[config.mk]
export PLATFORM = sky130hd
export DESIGN_NAME = vadd_lanes_top
export DESIGN_NICKNAME = d
export VERILOG_FILES = /design/src/rtl/vadd_pkg.sv /design/src/rtl/vadd_seq.sv /design/src/rtl/vadd_lane.sv /design/src/rtl/vadd_lanes_top.sv
export SDC_FILE = /design/constraint.sdc
export NUM_CORES = 2
export LEC_CHECK = 0
export BUFFER_PORTS_ARGS = -buffer_cell sky130_fd_sc_hd__buf_2
export CAP_MARGIN = 20
export CORE_ASPECT_RATIO = 0.75
export CORE_MARGIN = 8
export CORE_UTILIZATION = 35
export CTS_BUF_LIST = sky130_fd_sc_hd__clkbuf_4 sky130_fd_sc_hd__clkbuf_8 sky130_fd_sc_hd__clkbuf_16
export DETAILED_ROUTE_END_ITERATION = 12
export PLACE_DENSITY = 0.59
export SLEW_MARGIN = 40
export SYNTH_ARGS = -nofsm -noshare
export SYNTH_HDL_FRONTEND = slang
export SYNTH_SLANG_ARGS = --single-unit
[constraint.sdc]
create_clock -name clk -period 3.1 [get_ports clk]
set_input_delay 0.62 -clock clk [delete_from_list [all_inputs] [get_ports clk]]
set_output_delay 0.62 -clock clk [all_outputs]
set_load 0.02 [all_outputs]
[src/rtl/vadd_pkg.sv]
package vadd_pkg;
  typedef enum logic [1:0] {
    PH_IDLE  = 2'd0,
    PH_READ  = 2'd1,
    PH_ADD   = 2'd2,
    PH_WRITE = 2'd3
  } phase_e;
endpackage

[src/rtl/vadd_seq.sv]
module vadd_seq
  import vadd_pkg::*;
#(
  parameter int ITERS   = 256,
  parameter int IW      = 8,
  parameter int CW      = 12,
  parameter int RD_CYC  = 2,
  parameter int ADD_CYC = 7,
  parameter int WR_CYC  = 1
) (
  input  logic          clk,
  input  logic          rst_n,
  input  logic          start,
  output logic          busy,
  output logic          done,
  output logic          rd_en,
  output logic          cap,
  output logic          adv,
  output logic          wr_en,
  output logic [IW-1:0] iter,
  output logic [CW-1:0] cycle_cnt
);
  localparam int SW = $clog2(RD_CYC + ADD_CYC + WR_CYC + 1);

  phase_e        ph_q, ph_d;
  logic [SW-1:0] step_q, step_d;
  logic [IW-1:0] iter_q, iter_d;
  logic [CW-1:0] cnt_q, cnt_d;
  logic          done_q, done_d;
  logic          last_rd, last_add, last_wr, last_iter;

  assign last_rd   = (step_q == SW'(RD_CYC - 1));
  assign last_add  = (step_q == SW'(ADD_CYC - 1));
  assign last_wr   = (step_q == SW'(WR_CYC - 1));
  assign last_iter = (iter_q == IW'(ITERS - 1));

  always_comb begin
    ph_d   = ph_q;
    step_d = step_q + SW'(1);
    iter_d = iter_q;
    cnt_d  = cnt_q;
    done_d = 1'b0;
    if (ph_q != PH_IDLE) cnt_d = cnt_q + CW'(1);
    unique case (ph_q)
      PH_IDLE: begin
        step_d = '0;
        if (start) begin
          ph_d   = PH_READ;
          iter_d = '0;
          cnt_d  = '0;
        end
      end
      PH_READ: if (last_rd) begin
        ph_d   = PH_ADD;
        step_d = '0;
      end
      PH_ADD: if (last_add) begin
        ph_d   = PH_WRITE;
        step_d = '0;
      end
      PH_WRITE: if (last_wr) begin
        step_d = '0;
        if (last_iter) begin
          ph_d   = PH_IDLE;
          done_d = 1'b1;
        end else begin
          ph_d   = PH_READ;
          iter_d = iter_q + IW'(1);
        end
      end
      default: ph_d = PH_IDLE;
    endcase
  end

  always_ff @(posedge clk or negedge rst_n) begin
    if (!rst_n) begin
      ph_q   <= PH_IDLE;
      step_q <= '0;
      iter_q <= '0;
      cnt_q  <= '0;
      done_q <= 1'b0;
    end else begin
      ph_q   <= ph_d;
      step_q <= step_d;
      iter_q <= iter_d;
      cnt_q  <= cnt_d;
      done_q <= done_d;
    end
  end

  assign busy      = (ph_q != PH_IDLE);
  assign done      = done_q;
  assign rd_en     = (ph_q == PH_READ) && (step_q == '0);
  assign cap       = (ph_q == PH_READ) && last_rd;
  assign adv       = (ph_q == PH_ADD);
  assign wr_en     = (ph_q == PH_WRITE) && last_wr;
  assign iter      = iter_q;
  assign cycle_cnt = cnt_q;
endmodule

[src/rtl/vadd_lane.sv]
module vadd_lane #(
  parameter int DW      = 32,
  parameter int ADD_CYC = 7
) (
  input  logic          clk,
  input  logic          rst_n,
  input  logic          cap,
  input  logic          adv,
  input  logic [DW-1:0] a_in,
  input  logic [DW-1:0] b_in,
  output logic [DW-1:0] sum_out
);
  logic [DW-1:0] op_a_q, op_b_q;
  logic [DW-1:0] pipe_q [ADD_CYC];

  always_ff @(posedge clk or negedge rst_n) begin
    if (!rst_n) begin
      op_a_q <= '0;
      op_b_q <= '0;
    end else if (cap) begin
      op_a_q <= a_in;
      op_b_q <= b_in;
    end
  end

  always_ff @(posedge clk or negedge rst_n) begin
    if (!rst_n) pipe_q[0] <= '0;
    else if (adv) pipe_q[0] <= op_a_q + op_b_q;
  end

  for (genvar s = 1; s < ADD_CYC; s++) begin : g_stage
    always_ff @(posedge clk or negedge rst_n) begin
      if (!rst_n) pipe_q[s] <= '0;
      else if (adv) pipe_q[s] <= pipe_q[s-1];
    end
  end

  assign sum_out = pipe_q[ADD_CYC-1];
endmodule

[src/rtl/vadd_lanes_top.sv]
module vadd_lanes_top #(
  parameter int LEN     = 1024,
  parameter int LANES   = 4,
  parameter int DW      = 32,
  parameter int RD_CYC  = 2,
  parameter int ADD_CYC = 7,
  parameter int WR_CYC  = 1,
  localparam int ITERS  = LEN / LANES,
  localparam int IW     = (ITERS > 1) ? $clog2(ITERS) : 1,
  localparam int CW     = $clog2(ITERS * (RD_CYC + ADD_CYC + WR_CYC) + 1)
) (
  input  logic                clk,
  input  logic                rst_n,
  input  logic                start,
  output logic                busy,
  output logic                done,
  output logic [CW-1:0]       cycle_cnt,
  output logic                rd_en,
  output logic [IW-1:0]       rd_idx,
  input  logic [LANES*DW-1:0] a_rdata,
  input  logic [LANES*DW-1:0] b_rdata,
  output logic                wr_en,
  output logic [IW-1:0]       wr_idx,
  output logic [LANES*DW-1:0] wr_data
);
  if (LANES < 1 || LANES > LEN || (LEN % LANES) != 0) begin : g_bad_cfg
    $error("vadd_lanes_top: LEN must be a multiple of LANES, 1 <= LANES <= LEN");
  end

  logic          cap, adv;
  logic [IW-1:0] iter;

  vadd_seq #(
    .ITERS(ITERS), .IW(IW), .CW(CW),
    .RD_CYC(RD_CYC), .ADD_CYC(ADD_CYC), .WR_CYC(WR_CYC)
  ) u_seq (
    .clk(clk), .rst_n(rst_n), .start(start),
    .busy(busy), .done(done), .rd_en(rd_en), .cap(cap), .adv(adv),
    .wr_en(wr_en), .iter(iter), .cycle_cnt(cycle_cnt)
  );

  assign rd_idx = iter;
  assign wr_idx = iter;

  for (genvar k = 0; k < LANES; k++) begin : g_lane
    vadd_lane #(.DW(DW), .ADD_CYC(ADD_CYC)) u_lane (
      .clk(clk), .rst_n(rst_n), .cap(cap), .adv(adv),
      .a_in(a_rdata[k*DW +: DW]),
      .b_in(b_rdata[k*DW +: DW]),
      .sum_out(wr_data[k*DW +: DW])
    );
  end
endmodule

Yosys cells after proc, flatten, opt, wreduce, memory -nomap -nowiden --
Cells that the tools add are included.
Cells by class: $add $sub $neg 7, reduce and logical (&&, ||, !) cells 9, equality and inequality tests 11, muxes and demuxes 20
Operators with widths (count):
- $add A32 B32 Y32 | 4
- $mux W12 | 3
- $mux W8 | 3
- $pmux W4 S4 | 1
- $pmux W8 S2 | 1
- $add A12 B1 Y12 const B | 1
- $mux W4 | 3
- $add A8 B1 Y8 const B | 1
- $eq A8 B8 Y1 const B | 1
- $mux W2 | 4
- $pmux W2 S4 | 1
- $reduce_and A4 Y1 | 2
- $ne A2 B1 Y1 const B | 3
- $add A4 B1 Y4 const B | 1
- $eq A2 B2 Y1 const B | 2
- $eq A4 B1 Y1 const B | 1
- $eq A4 B3 Y1 const B | 1
- $logic_not A4 Y1 | 1
- $mux W1 | 4
- $ne A2 B2 Y1 const B | 2
- $reduce_bool A2 Y1 | 2
- $logic_and A1 B1 Y1 | 3
- $eq A2 B1 Y1 const B | 1
- $logic_not A2 Y1 | 1
Word-level totals: register bits after elaboration 1179, output and inout bits 160, input port bits 259, logic and storage cells 88

Logic depth before layout (Yosys ltp) --
depth after elaboration 4, gate-level depth with buffers 11, depth with buffers taken out 11

Modules after synthesis --
From an unflattened synthesis, not the netlist that was laid out.
Second synthesis, totals: cell total of the unflattened synthesis 3762, area, all modules 52085.0 sq um
By module, submodules not included:
- vadd_lane (g_lane[1].u_lane ...) | area each 12589.6 sq um, instances 2, sequential area each 7206.9 sq um, cells an instance 901
- vadd_lane (g_lane[0].u_lane) | area each 12718.4 sq um, instances 1, sequential area each 7206.9 sq um, cells an instance 901
- vadd_lane (g_lane[3].u_lane) | area each 12547.0 sq um, instances 1, sequential area each 7206.9 sq um, cells an instance 886
- vadd_seq | area each 1580.3 sq um, instances 1, sequential area each 675.6 sq um, cells an instance 165
- vadd_lanes_top | area each 60.1 sq um, instances 1, sequential area each 0.0 sq um, cells an instance 8

Worst setup path before layout --
No wires, ideal clock.
path kind register -> register, from reg g_lane[0].u_lane.op_b_q[0], to reg g_lane[0].u_lane.pipe_q[212] (netlist bit), data required time 2984 ps, arrival 2742 ps, path buffers 0, path slack 242 ps, clock period less this slack 2858 ps, stages on the path, launching flop included 11, library setup time 116 ps, cells stage by stage dfrtp_1 -> ha_1 -> fa_1 -> a211oi_2 -> nor4b_1 -> a211oi_2 -> o21bai_2 -> a31oi_2 -> o221ai_1 -> a2111o_1 -> o311ai_0
On the way: cells in the longest elaborated chain, start to end 1
RTL lines:
- start: declaration | line vadd_lane.sv:13 | logic [DW-1:0] op_a_q, op_b_q;
- start signal: assignment | line vadd_lane.sv:22 | op_b_q <= b_in;
- $add A32 B32 Y32 | line vadd_lane.sv:28 | else if (adv) pipe_q[0] <= op_a_q + op_b_q;
- end: declaration | line vadd_lane.sv:14 | logic [DW-1:0] pipe_q [ADD_CYC];
No other way between the ends. A chain may end at the register's enable or synchronous reset.

Final worst setup path --
from reg g_lane[3].u_lane.op_b_q[0], to reg g_lane[3].u_lane.pipe_q[220] (netlist bit)
On the way: cells in the longest elaborated chain, start to end 1
RTL lines (line):
- start: declaration | vadd_lane.sv:13
- start signal: assignment | vadd_lane.sv:22
- $add A32 B32 Y32 | vadd_lane.sv:28
- end: declaration | vadd_lane.sv:14
No other way between the ends.

==> metrics.log <==
[metrics] number of clock sinks seen by CTS: about 1,200
[metrics] TritonCTS clock tree: built
[metrics] Cells on Worst Hold Path: 2
[metrics] Net count, final: 4,465
[metrics] top cells by count, synth: dfrtp_1 (1,179), mux2_2 (1,112), clkbuf_1 (158), a21oi_1 (145), buf_4 (137)
[metrics] Max Slew Vio Count: 0
[metrics] nets in the synthesized netlist: roughly 4,200
[metrics] number of violations of the max-capacitance limit: 0
[metrics] Filler Cell Count: roughly 14,000
[metrics] Setup violations, final: 0
[metrics] wire length on met2: 48,680 um
[metrics] die outline area: 0.1603 mm^2
[metrics] via density per instance: approximately 4.9
[metrics] outcome: finished, final reports clean
[metrics] Yosys warnings: 0
[metrics] H-tree depth reported by CTS: 3
[metrics] Clock Tree Buf Depth: 3
[metrics] port buffer count: roughly 420
[metrics] placer's final routability congestion estimate: around 0.84
[metrics] Slew headroom: 54.61%
[metrics] fraction of layout cells with a size suffix above 1: between 40% and 50%
[metrics] height of the die: 348.7 um
[metrics] number of failing hold endpoints at the final stage: 0
[metrics] effective utilization at floorplan: 35.14%
[metrics] count of distinct cell types in the synthesized netlist: 80
[metrics] Crit. End Element: flip-flop
[metrics] Post CTS Setup Buffer Count: 0
[metrics] critical register-to-register path startpoint: g_lane[3].u_lane.op_b_q[0]$_DFFE_PN0P_
[metrics] most used standard cell by instance count after synthesis: dfrtp_1
[metrics] largest net degree at the start of global routing: 127
[metrics] number of synthesized flops with an enable pin: 0
[metrics] Routed met1 length: 55,890 um
[metrics] gate count after technology mapping: about 3,800
[metrics] GRT Total Usage: approximately 14%
[metrics] path type of the worst setup path: flip-flop to flip-flop
[metrics] minimum period implied by the final worst setup slack: ~2.9 ns
[metrics] flip-flop and latch count after synthesis: ~1,200
[metrics] crit path setup slack, layout: about 0.21 ns
[metrics] Worst R2R Path Depth: 10
[metrics] core outline area: roughly 0.15 mm^2
[metrics] Critical-path top delay cell: fa_1
[metrics] Critical Path Source Type: flip-flop
[metrics] Row Count: 122
[metrics] number of logic stages on the critical path including buffering: 10
[metrics] grt total ovfl: 0
[metrics] initial antenna violation count: 16
[metrics] worst setup slack after placement: about 0.086 ns
[metrics] top cell type by total area after synthesis: dfrtp_1
[metrics] Area Growth Syn to Fin: 15.43%
[metrics] overall power of the completed layout: approximately 74 mW
[metrics] number of buffers and inverters on the critical path: 0
[metrics] number of design-rule violations left by the first detailed-router iteration: ~1,900
[metrics] CP Cell Sequence: ha_1, fa_1, a211oi_2, o21bai_2, a21oi_2, or4b_1, a31oi_4, a211oi_2, mux2i_1, a2111o_1
[metrics] path category of the worst min-delay check: primary input to flip-flop
[metrics] required time of the critical path: approximately 3.7 ns
[metrics] length of routed met3 wiring: 4788 um
[metrics] total iterations of the first detailed-routing run: 5
[metrics] Area contributors post-synth: dfrtp_1 (57%), mux2_2 (24%), ha_1 (3.3%)
[metrics] setup slack of the worst register-to-register path: roughly 0.21 ns
[metrics] Crit Path Max Fanout: 4
[metrics] total number of vias: between 20,000 and 30,000
[metrics] Avg Cell Area, Syn: between 10 and 15 um^2
[metrics] start point of the critical path: g_lane[3].u_lane.op_b_q[0]$_DFFE_PN0P_
[metrics] number of design rule violations left after detail routing: 0
[metrics] worst path arrival time: between 3 and 4 ns
[metrics] post-detailed-route count of antenna-violating nets: 0
[metrics] transition time of the tightest slew-check pin: 0.6808 ns
[metrics] clock slew at the register clock pins of the worst setup and hold paths: ~0.070 ns
[metrics] CTS buffer count: between 100 and 150
[metrics] part of the Yosys area used for sequential elements: approximately 57%
[metrics] Clk Latency, worst-skew pair: 0.74 ns
[metrics] CP top delay family: compound AO/OA/AOI/OAI gates
[metrics] slowest cell delay on critical path: 0.44 ns
[metrics] most frequent cell on the critical path: a211oi_2
[metrics] proportion of netlist area held by the largest area contributor: 57.12%
[metrics] wire length reported by the detailed router: between 100,000 and 150,000 um
[metrics] via count of the first global-routing pass: 30,400
[metrics] post-synthesis async set-or-reset flop share: between 90% and 100%
[metrics] top achievable clock speed: between 300 and 400 MHz
[metrics] total leakage power: between 20 and 30 nW
[metrics] I/O pin count: 419
[metrics] end of the worst register-to-register path: g_lane[3].u_lane.pipe_q[220]$_DFFE_PN0P_
[metrics] highest routed layer: met5
[metrics] capture endpoint of the worst hold path: g_lane[3].u_lane.op_a_q[6]$_DFFE_PN0P_
[metrics] wire length of the first global-routing pass: approximately 180,000 um
[metrics] master cell of the clock root buffer: clkbuf_16
[metrics] final period utilization: slightly above 90%
[metrics] worst clock skew on the final layout: 0.02420 ns
[metrics] Peak VDD IR: ~0.57 mV
[metrics] Die Wd: 459.6 um
[metrics] min-delay src: a_rdata[102]
[metrics] PD cells: between 1000 and 1500 mW/mm^2
[metrics] Synth Cell Area: around 0.052 mm^2
[metrics] WL per Instance: roughly 18 um
[metrics] half-perimeter wire length after placement: around 81,000 um
[metrics] Post-synth top flop: dfrtp_1
-- area by class of cell --
cell class / count / area (um^2) / area share, %
clock inverter: 55 / 674.4 / 1.131
antenna: 4 / 10.01 / 0.01679
inverter: 51 / 191.4 / 0.3211
multi-input combinational: 2232 / 20310 / 34.06
sequential: 1179 / 29500 / 49.48
timing repair buffer: 486 / 3003 / 5.036
tap: 1984 / 2482 / 4.163
clock buffer: 159 / 3456 / 5.796
-- power by group --
group	switching [mW]	internal, mW	total [mW]
logic	15.7	15.9	31.6
registers	4.24	23.1	27.3
clock network	6.21	8.74	15.0
-- state kept, by name, summed over array words and instances (netlist names) --
signal                 cells
u_seq.ph_q                 2
g_lane.u_lane.pipe_q     768
u_seq.cycle_cnt           12
u_seq.iter                 8
u_seq.step_q               4
g_lane.u_lane.sum_out    128
u_seq.done                 1
g_lane.u_lane.op_a_q     128
g_lane.u_lane.op_b_q     128
-- worst max-delay path by stage --
| stage | to | slack [ns] |
|---|---|---|
| floorplan | g_lane[0].u_lane.pipe_q[212]$_DFFE_PN0P_ | 0.24 |
| global placement | g_lane[3].u_lane.pipe_q[220]$_DFFE_PN0P_ | 0.15 |
| detailed placement | g_lane[3].u_lane.pipe_q[220]$_DFFE_PN0P_ | 0.09 |
| CTS | g_lane[3].u_lane.pipe_q[220]$_DFFE_PN0P_ | 0.07 |
| global route | g_lane[3].u_lane.pipe_q[220]$_DFFE_PN0P_ | -0.004 |
| finish | g_lane[3].u_lane.pipe_q[220]$_DFFE_PN0P_ | 0.21 |
-- metal layers --
layer	global-route usage (%)	vias up
met5	0	-
met4	3.704	6
met3	3.006	170
met2	20.36	548
met1	20.59	15190
li1	-	14050
-- repair_timing --
item,4_1_cts,5_1_grt
endpoints found under the setup margin,0,9
hold buffers,1,0
resized for setup,0,7
endpoints found under the hold margin,51,0
-- logic make-up after synthesis --
| logic type | Yosys count | synth area share (%) |
|---|---|---|
| compound gates | 463 | 5.816 |
| xor+xnor | 108 | 1.831 |
| fa+ha+maj | 139 | 3.425 |
| buf+inv | 358 | 3.689 |
| flops | 1179 | 57.12 |
| mux | 1118 | 24.37 |
| simple gates | 404 | 3.752 |
-- cell usage in the layout (no fill, tap or decap), types with 9 or more instances in the layout --
| cell | n |
|---|---|
| nand2_1 | 121 |
| buf_4 | 37 |
| o31ai_1 | 13 |
| buf_12 | 30 |
| a31oi_1 | 22 |
| o21bai_1 | 21 |
| xnor2_1 | 68 |
| and3_1 | 15 |
| buf_2 | 417 |
| o21ai_0 | 85 |
| nor2b_1 | 10 |
| xor2_1 | 39 |
| dfrtp_1 | 1179 |
| clkinv_2 | 23 |
| o211ai_1 | 19 |
| ha_1 | 134 |
| nor3_1 | 19 |
| a21oi_1 | 144 |
| clkbuf_8 | 34 |
| nor2_1 | 109 |
| nand4_1 | 29 |
| bufinv_16 | 11 |
| a21o_1 | 62 |
| nand3_1 | 34 |
| clkbuf_16 | 117 |
| or3_1 | 15 |
| nand2b_1 | 12 |
| mux2_2 | 1112 |
| a211oi_1 | 9 |
| inv_1 | 50 |
| o21a_1 | 15 |
-- worst reg2reg max path, stage by stage (launching register included) --
cell and delay (ns):
dfrtp_1 0.38, ha_1 0.25, fa_1 0.44, a211oi_2 0.28, o21bai_2 0.12, a21oi_2 0.21, or4b_1 0.23, a31oi_4 0.13
a211oi_2 0.26, mux2i_1 0.11, a2111o_1 0.37
-- through the flow --
stage	cell area (um^2)	hold slack (ns)	util, %	setup TNS (ns)	cells
final	59630	0.1122	40.56	0	6150
after detailed placement	55440	0.4753	37.71	0	5931
after global routing	59630	0.04494	40.56	-0.003978	6150
after floorplan	51650	0.3244	-	0	3769
after global placement	55400	0.4664	37.69	0	5930
after CTS	59580	0.02903	40.53	0	6146
Note: power is estimated with default switching activity, not from simulation.
